File: config.mk
export PLATFORM = sky130hd
export DESIGN_NAME = prbs_lock_fsm
export DESIGN_NICKNAME = d
export VERILOG_FILES = /design/src/rtl/prbs_chk_pkg.sv /design/src/rtl/prbs_lock_fsm.sv
export SDC_FILE = /design/constraint.sdc
export NUM_CORES = 1
export LEC_CHECK = 0
export BUFFER_PORTS_ARGS = -buffer_cell sky130_fd_sc_hd__clkbuf_2
export CAP_MARGIN = 10
export CORE_ASPECT_RATIO = 1.1
export CORE_MARGIN = 2
export CORE_UTILIZATION = 30
export DETAILED_ROUTE_END_ITERATION = 6
export PLACE_DENSITY = 0.57
export RECOVER_POWER = 100
export SYNTH_ARGS = -nofsm -noshare
export SYNTH_HDL_FRONTEND = slang
export SYNTH_SLANG_ARGS = --single-unit
File: constraint.sdc
create_clock -name clk -period 2.3 [get_ports clk]
set_input_delay 0.23 -clock clk [delete_from_list [all_inputs] [get_ports clk]]
set_output_delay 0.23 -clock clk [all_outputs]
set_load 0.02 [all_outputs]
File: src/rtl/prbs_chk_pkg.sv
package prbs_chk_pkg;

    localparam int PRBS_REF_W = 31;

    typedef enum logic [1:0] {
        ST_ACQ,
        ST_CHK,
        ST_LOCK
    } sync_st_e;

    // order k of the selected sequence (also the long tap)
    function automatic logic [4:0] prbs_order(input logic [2:0] sel);
        case (sel)
            3'd1:    return 5'd9;
            3'd2:    return 5'd15;
            3'd3:    return 5'd23;
            3'd4:    return 5'd31;
            default: return 5'd7;
        endcase
    endfunction

    // second feedback tap of the selected sequence
    function automatic logic [4:0] prbs_tap(input logic [2:0] sel);
        case (sel)
            3'd1:    return 5'd5;
            3'd2:    return 5'd14;
            3'd3:    return 5'd18;
            3'd4:    return 5'd28;
            default: return 5'd6;
        endcase
    endfunction

endpackage

File: src/rtl/prbs_lock_fsm.sv
module prbs_lock_fsm
    import prbs_chk_pkg::*;
#(
    parameter int LOCK_RUN = 64,
    parameter int WIN_LEN  = 64,
    parameter int ERR_LIM  = 8
) (
    input  logic clk,
    input  logic rst_n,
    input  logic valid_i,
    input  logic rx_i,
    input  logic exp_i,
    input  logic seed_ok_i,
    output logic acq_o,
    output logic locked_o,
    output logic cnt_en_o,
    output logic miss_o
);
    localparam int RUN_W = $clog2(LOCK_RUN + 1);
    localparam int WIN_W = $clog2(WIN_LEN);
    localparam int ERR_W = $clog2(ERR_LIM + 1);

    typedef struct packed {
        sync_st_e         st;
        logic [RUN_W-1:0] run;
        logic [WIN_W-1:0] win;
        logic [ERR_W-1:0] werr;
    } sync_t;

    sync_t cur_q, nxt_d;
    logic  drop;
    logic  [ERR_W:0] werr_next;

    always_comb begin
        nxt_d     = cur_q;
        drop      = 1'b0;
        miss_o    = valid_i && (rx_i ^ exp_i);
        werr_next = {1'b0, cur_q.werr} + (ERR_W+1)'(miss_o);
        case (cur_q.st)
            ST_ACQ: begin
                if (seed_ok_i) begin
                    nxt_d.st   = ST_CHK;
                    nxt_d.run  = '0;
                    nxt_d.win  = '0;
                    nxt_d.werr = '0;
                end
            end
            default: begin
                if (valid_i) begin
                    if (werr_next >= (ERR_W+1)'(ERR_LIM)) begin
                        drop     = 1'b1;
                        nxt_d.st = ST_ACQ;
                    end else begin
                        if (cur_q.win == WIN_W'(WIN_LEN - 1)) begin
                            nxt_d.win  = '0;
                            nxt_d.werr = '0;
                        end else begin
                            nxt_d.win  = cur_q.win + WIN_W'(1);
                            nxt_d.werr = werr_next[ERR_W-1:0];
                        end
                        if (cur_q.st == ST_CHK) begin
                            if (miss_o) begin
                                nxt_d.run = '0;
                            end else if (cur_q.run == RUN_W'(LOCK_RUN - 1)) begin
                                nxt_d.st = ST_LOCK;
                            end else begin
                                nxt_d.run = cur_q.run + RUN_W'(1);
                            end
                        end
                    end
                end
            end
        endcase
        acq_o    = (cur_q.st == ST_ACQ);
        locked_o = (cur_q.st == ST_LOCK);
        cnt_en_o = valid_i && locked_o && !drop;
    end

    always_ff @(posedge clk) begin
        if (!rst_n) begin
            cur_q <= '{st: ST_ACQ, run: '0, win: '0, werr: '0};
        end else begin
            cur_q <= nxt_d;
        end
    end

    // lock is only gained on a matching valid bit
    assert_lock_rise_R4: assert property (@(posedge clk) disable iff (!rst_n)
        $rose(locked_o) |-> $past(valid_i) && !$past(miss_o));

    // lock is only lost on an errored valid bit
    assert_lock_fall_R5: assert property (@(posedge clk) disable iff (!rst_n)
        $fell(locked_o) |-> $past(valid_i) && $past(miss_o));

endmodule

==> results of run 1 <==
metrics by stage:
step	setup TNS, ns	cell area, µm²	hold WS (ns)	setup slack [ns]	utilization (%)
floorplan	0	1120	0.410	0.0162	-
global placement	0	1250	0.420	0.0358	34.5
detailed placement	-0.0556	1250	0.423	-0.0219	34.5
CTS	0	1290	0.348	0.0860	35.7
global route	0	1300	0.397	0.0489	35.7
finish	0	1300	0.351	0.126	35.7
kinds of logic after synthesis:
family                     Yosys count
and+or+nand+nor                     50
xor gates and xnor gates             1
buffers and inverters               12
AOI/OAI and AO/OA                   47
DFF                                 19
adders and majority gates            4
worst max path at each step:
stage	end	slack, ns	cells after the start
finish	cnt_en_o	0.13	9
global route	cnt_en_o	0.05	9
CTS	cnt_en_o	0.09	9
detailed placement	cur_q[14]	-0.02	9
global placement	cur_q[15]	0.04	9
floorplan	cur_q[15]	0.02	9
cell type report:
cell class	instances	share of cell area (%)
inverter	6	1.74
sequential	19	29.3
multi-input combinational	102	53.6
tap	50	4.83
timing repair buffer	16	7.05
clock buffer	4	3.47
worst max-delay path, cell delays in order:
cell	delay [ns]
clkbuf_2	0.09
xor2_1	0.17
and2_0	0.19
ha_1	0.23
ha_1	0.20
and4b_4	0.36
o21a_4	0.15
and3_1	0.16
clkbuf_2	0.17
cell usage in the layout, fill, tap and decap left out, types with 3 or more instances in the layout:
cell      instances
nand3b_1          4
dfxtp_1          19
nand3_1           9
clkbuf_8          3
clkbuf_2          7
buf_4             6
clkbuf_1          4
a21oi_1          10
ha_1              4
o21ai_0           8
o211ai_1          4
nand2_1          14
and3_1            3
o22ai_1           3
inv_1             5
a221oi_1          5
metal layers:
metal  part of all wire, %  vias up  routed length (µm)
met3                   5.8        4                 160
met5                     0        -                   0
met1                    47      536                1300
met2                    46       36                1290
met4                   1.0        0                  29
li1                      -      550                   -
timing repair:
item,CTS,global route
endpoints found under the hold margin,0,0
setup buffers,0,0
setup endpoints to repair,0,1
resized for setup,0,1
power by group through the flow:
stage / registers [W] / logic, W / clock network [W]
final: 0.000338 / 0.0000888 / 0.000239
after global routing: 0.000339 / 0.0000986 / 0.000251
after CTS: 0.000338 / 0.0000894 / 0.000244
after detailed placement: 0.000346 / 0.0000890 / 0
after global placement: 0.000345 / 0.0000875 / 0
after floorplan: 0.000342 / 0.0000625 / 0
==> reports/metrics.yaml, run 1 <==
status: "finished, final reports clean"
wl_mm: 2.77
synth_common_cells: "dfxtp_1 (19), nand2_1 (14), a21oi_1 (10)"
start_util_pct: 31.0
r2r-start: "cur_q[0]"
seqCellArea_um2: 380
synth_simple_gate_area_share_pct: 26.5
ios: 10
synth_cell_types: 47
clockPowerShare_pct: 35.9
slew_headroom_pct: 56.9
reg2regPathDepth: 6
fin_crit_ns: 2.17
gr-usage-all-layers_pct: 13.9
synth.avg_cell_area_um2: 8.44
dr_total_vias: 1126
switchingPower_w: 0.000179
clock_skew_ns: 0.00405
fmax_ghz: 0.460
synth-async-reset-ratio_pct: 0
die_h_um: 68.2
ys_top_cells_by_area: "dfxtp_1 (34%), nand2_1 (4.7%), a21oi_1 (4.5%)"
rsz0062_at_grt: "no"
synth-compound-area-share_pct: 29.4
fp.coreArea_um2: 3630
cp-start-kind: "primary input"
fin_total_pwr_w: 0.000666
hold_path.startpoint: "rst_n"
yosys.area.top_type_share_pct: 33.9
worst_slew_pin_slew_ns: 0.647
r2r_slack_ns: 0.31
drc_errors: 0
clk_latency_ns: 0.26
powerDensity_nw_per_um2: 514
power.leakage_nw: 0.436
yosysMostFrequentCell: "dfxtp_1"
grt_max_degree: 13
use_met3_pct: 0.987
grt_pass1_vias: 1014
critPathMaxFanout: 4
critical_path_class: "primary input to primary output"
clkSinkCount: 19
synth_top_flop_cell: "dfxtp_1"
sequentialPowerShare_pct: 50.8
place.gp.congestion: 0.820
wl_per_cell_um: 14.1
largest_reg_flops: 19
synth_edf_count: 0
yosysTopAreaCell: "dfxtp_1"
synth_top_family_by_area: "compound AO/OA/AOI/OAI gates"
crit_path_start: "exp_i"
swShare_pct: 26.9
hp-class: "primary input to register"
synthXorXnorAreaFrac_pct: 0.780
fp.dieW_um: 62.3
io_buffers: 9
syn_inst: 133
syn_nets: 143
synth_area_um2: 1120
die_area_um2: 4250
synth_mux_area_share_pct: 0
multi_input_area_um2: 694
layout-drive-gt1-share_pct: 15.0
numCtsBuffers: 3
reg_top3: "cur_q x19"
post-route-period-util_pct: 94.5
antenna_found_initial: 0
ant_nets: 0
p_int_w: 0.000487
peakVddDrop_mv: 0.248
area_growth_pct: 15.5
top_usage_layer: "met2"
cts_root_buffer: "clkbuf_8"
drt-pass1-iter-count: 4
place_inst: 193
ctsHtreeMaxLevel: 1
hold-path-endpoint: "cur_q[16]"
r2r_end: "cur_q[14]"
seq_area_frac_synth_pct: 33.9
cap_violations: 0
clk_pin_slew_worst_paths_ns: 0.07
ys_ff_latch: 19
drtIter0Drc: 51
grt_pass1_wl_mm: 4.74
n_antenna_cell: 0
maxSlewViolCount: 0
endpoint_kind: "primary output"
rows: 23
cts_tree: "built"
grt_remaining_overflow: 0
pwr-share-comb_pct: 13.3
fillers: 396
synth_fa_ha_area_share_pct: 4.46
grt_use_met2_pct: 22.7
cts_buffer_depth: 2
synth_warnings: 0
via_per_inst: 5.72
grt.met1_usage_pct: 19.5
fin_nets: 158
largest_register: "cur_q"
hold_depth: 3
stdcell_count: 197
setup-violations-final: 0
dpl.hpwl_mm: 2.02
critical_path_required_ns: 2.07
worstPathArrival_ns: 1.94
finalHoldViolCount: 0
hold_buffers: 0
Power figures use the tool's default switching activity.
==> run 2: changes to the inputs <==
- CORE_ASPECT_RATIO: 1.1 -> 1.25
- CORE_UTILIZATION: 30 -> 45
- PLACE_DENSITY: 0.57 -> 0.75
==> reports/metrics.yaml, run 2 (synthesized netlist as in run 1, its figures left out) <==
status: "finished, final reports clean"
clock_skew_ns: 0.00613  # +0.00209 ns
drc_errors: 0  # unchanged
wl_mm: 2.68  # -3.2%
numCtsBuffers: 3  # unchanged
final_common_cell: "dfxtp_1"
grt_max_degree: 13  # unchanged
maxSlewViolCount: 0  # unchanged
powerDensity_nw_per_um2: 480  # -6.6%
die_area_um2: 2910  # -31%
r2r_slack_ns: 0.26  # -0.05 ns
rsz0062_at_grt: "no"
place.gp.congestion: 0.735  # -10%
slowest_delay_ns: 0.36  # about the same
grt.met1_usage_pct: 24.5  # +5.0 points
grt_use_met2_pct: 32.3  # +9.6 points
ios: 10  # unchanged
critical_path_required_ns: 2.07  # about the same
start_util_pct: 46.7  # +16 points
cts_buffer_depth: 2  # unchanged
fillers: 250  # -37%
fp.coreArea_um2: 2400  # -34%
top_usage_layer: "met2"
fp.dieW_um: 48.7  # -22%
stdcell_area_um2: 1240  # -4.2%
cts_tree: "built"
hp-class: "primary input to register"
ctsHtreeMaxLevel: 1  # unchanged
critical_path_class: "primary input to primary output"
hold_path.startpoint: "rst_n"
r2r-start: "cur_q[0]"
layout-drive-gt1-share_pct: 13.8  # -1.2 points
cap_violations: 0  # unchanged
post-route-period-util_pct: 94.3  # -0.23 points
worst_slew_pin_slew_ns: 0.572  # -0.0749 ns
io_buffers: 9  # unchanged
layout_common_cells: "dfxtp_1 (19), nand2_1 (14), a21oi_1 (10)"
critPathMaxFanout: 4  # unchanged
reg_top3: "cur_q x19"
hold_depth: 3  # unchanged
antenna_found_initial: 0  # unchanged
fin_crit_ns: 2.17  # -0.00532 ns
largest_register: "cur_q"
setup-violations-final: 0  # unchanged
finalHoldViolCount: 0  # unchanged
clk_latency_ns: 0.30  # +0.04 ns
grt_pass1_vias: 1009  # -0.49%
slew_headroom_pct: 61.9  # +5.0 points
wl_per_cell_um: 15.1  # +7.2%
n_antenna_cell: 0  # unchanged
rows: 20  # -13%
via_per_inst: 6.31  # +10%
r2r_end: "cur_q[14]"
clkSinkCount: 19  # unchanged
worstPathArrival_ns: 1.94  # about the same
gr-usage-all-layers_pct: 19.6  # +5.7 points
worstPathBufferInverterCount: 2  # unchanged
cp-start-kind: "primary input"
ant_nets: 0  # unchanged
peakVddDrop_mv: 0.241  # -2.6%
crit_path_top_delay_cell: "and4b_4"
fmax_ghz: 0.461  # +0.25%
placed_area_um2: 1210  # -2.9%
grt_pass1_wl_mm: 4.43  # -6.6%
crit_chain: "clkbuf_2 > xor2_1 > and2_0 > ha_1 > ha_1 > and4b_4 > o21a_4 > and3_1 > clkbuf_2"
largest_reg_flops: 19  # unchanged
dr_total_vias: 1124  # -0.18%
fin_setup_tns_ns: 0  # unchanged
fin_nets: 156  # -1.3%
hold_buffers: 0  # unchanged
power.leakage_nw: 0.418  # -4.0%
drt-pass1-iter-count: 5  # +1
path_delay_family: "simple AND/OR/NAND/NOR gates"
die_h_um: 59.8  # -12%
endpoint_kind: "primary output"
reg2regPathDepth: 6  # unchanged
drtIter0Drc: 80  # +57%
cts_root_buffer: "clkbuf_4"
hold-path-endpoint: "cur_q[16]"
dpl.hpwl_mm: 1.93  # -4.2%
clk_pin_slew_worst_paths_ns: 0.11  # +0.04 ns
area_growth_pct: 10.6
use_met3_pct: 3.50  # +2.5 points
grt_remaining_overflow: 0  # unchanged
==> run 2: changes by cell type in the layout (fill, tap and decap cells not counted), sizes merged <==
cell / change
buf: -2
==> run 2: through the flow <==
step                hold WS, ns  setup WS [ns]  instances  utilization (%)  power, W
finish                    0.303          0.131        178             51.7  0.000596
CTS                       0.296          0.104        178             51.6  0.000599
detailed placement        0.421        -0.0586        174             50.5  0.000433
global placement          0.416         0.0297        174             50.5  0.000429
floorplan                 0.410         0.0162        133                -  0.000404
global route              0.340         0.0479        178             51.7  0.000620
==> run 2: worst reg2reg max path: stages (launching register included) <==
cell and delay [ns]:
dfxtp_1 0.34, ha_1 0.22, ha_1 0.21, and4b_4 0.36, o211ai_2 0.20, or4b_1 0.54
o21ai_0 0.09
==> run 2: area by class of cell <==
class / instances / area, µm² / area share (%)
repair buffers: 14 / 76.3 / 6.15
multi-input cells: 102 / 694 / 55.9
flip-flops and latches: 19 / 380 / 30.6
inverters: 6 / 22.5 / 1.81
well taps: 33 / 41.3 / 3.33
clock buffers: 4 / 26.3 / 2.12
==> run 2: how the worst max path moves through the flow <==
| stage | slack [ns] | end | depth (start not counted) | from |
|---|---|---|---|---|
| detailed placement | -0.06 | cur_q[14] | 9 | exp_i |
| global route | 0.05 | cnt_en_o | 9 | exp_i |
| finish | 0.13 | cnt_en_o | 9 | exp_i |
| floorplan | 0.02 | cur_q[15] | 9 | exp_i |
| CTS | 0.10 | cnt_en_o | 9 | exp_i |
| global placement | 0.03 | cur_q[14] | 9 | exp_i |
==> run 2: power breakdown <==
part           switching (W)  internal, W
clock               0.000103    0.0000676
sequential        0.00000637     0.000332
combinational      0.0000566    0.0000303
==> run 2: routing by layer <==
| layer | part of all wire (%) | vias up | wire (µm) |
|---|---|---|---|
| met2 | 45 | 49 | 1220 |
| met3 | 6.1 | 7 | 163 |
| met1 | 47 | 521 | 1250 |
| li1 | - | 547 | - |
| met5 | 0 | - | 0 |
| met4 | 1.9 | 0 | 51 |
==> run 2: repair_timing <==
action | CTS | global route
buffers inserted | 0 | 0
endpoints found under the setup margin | 0 | 1
gates resized for setup | 0 | 1
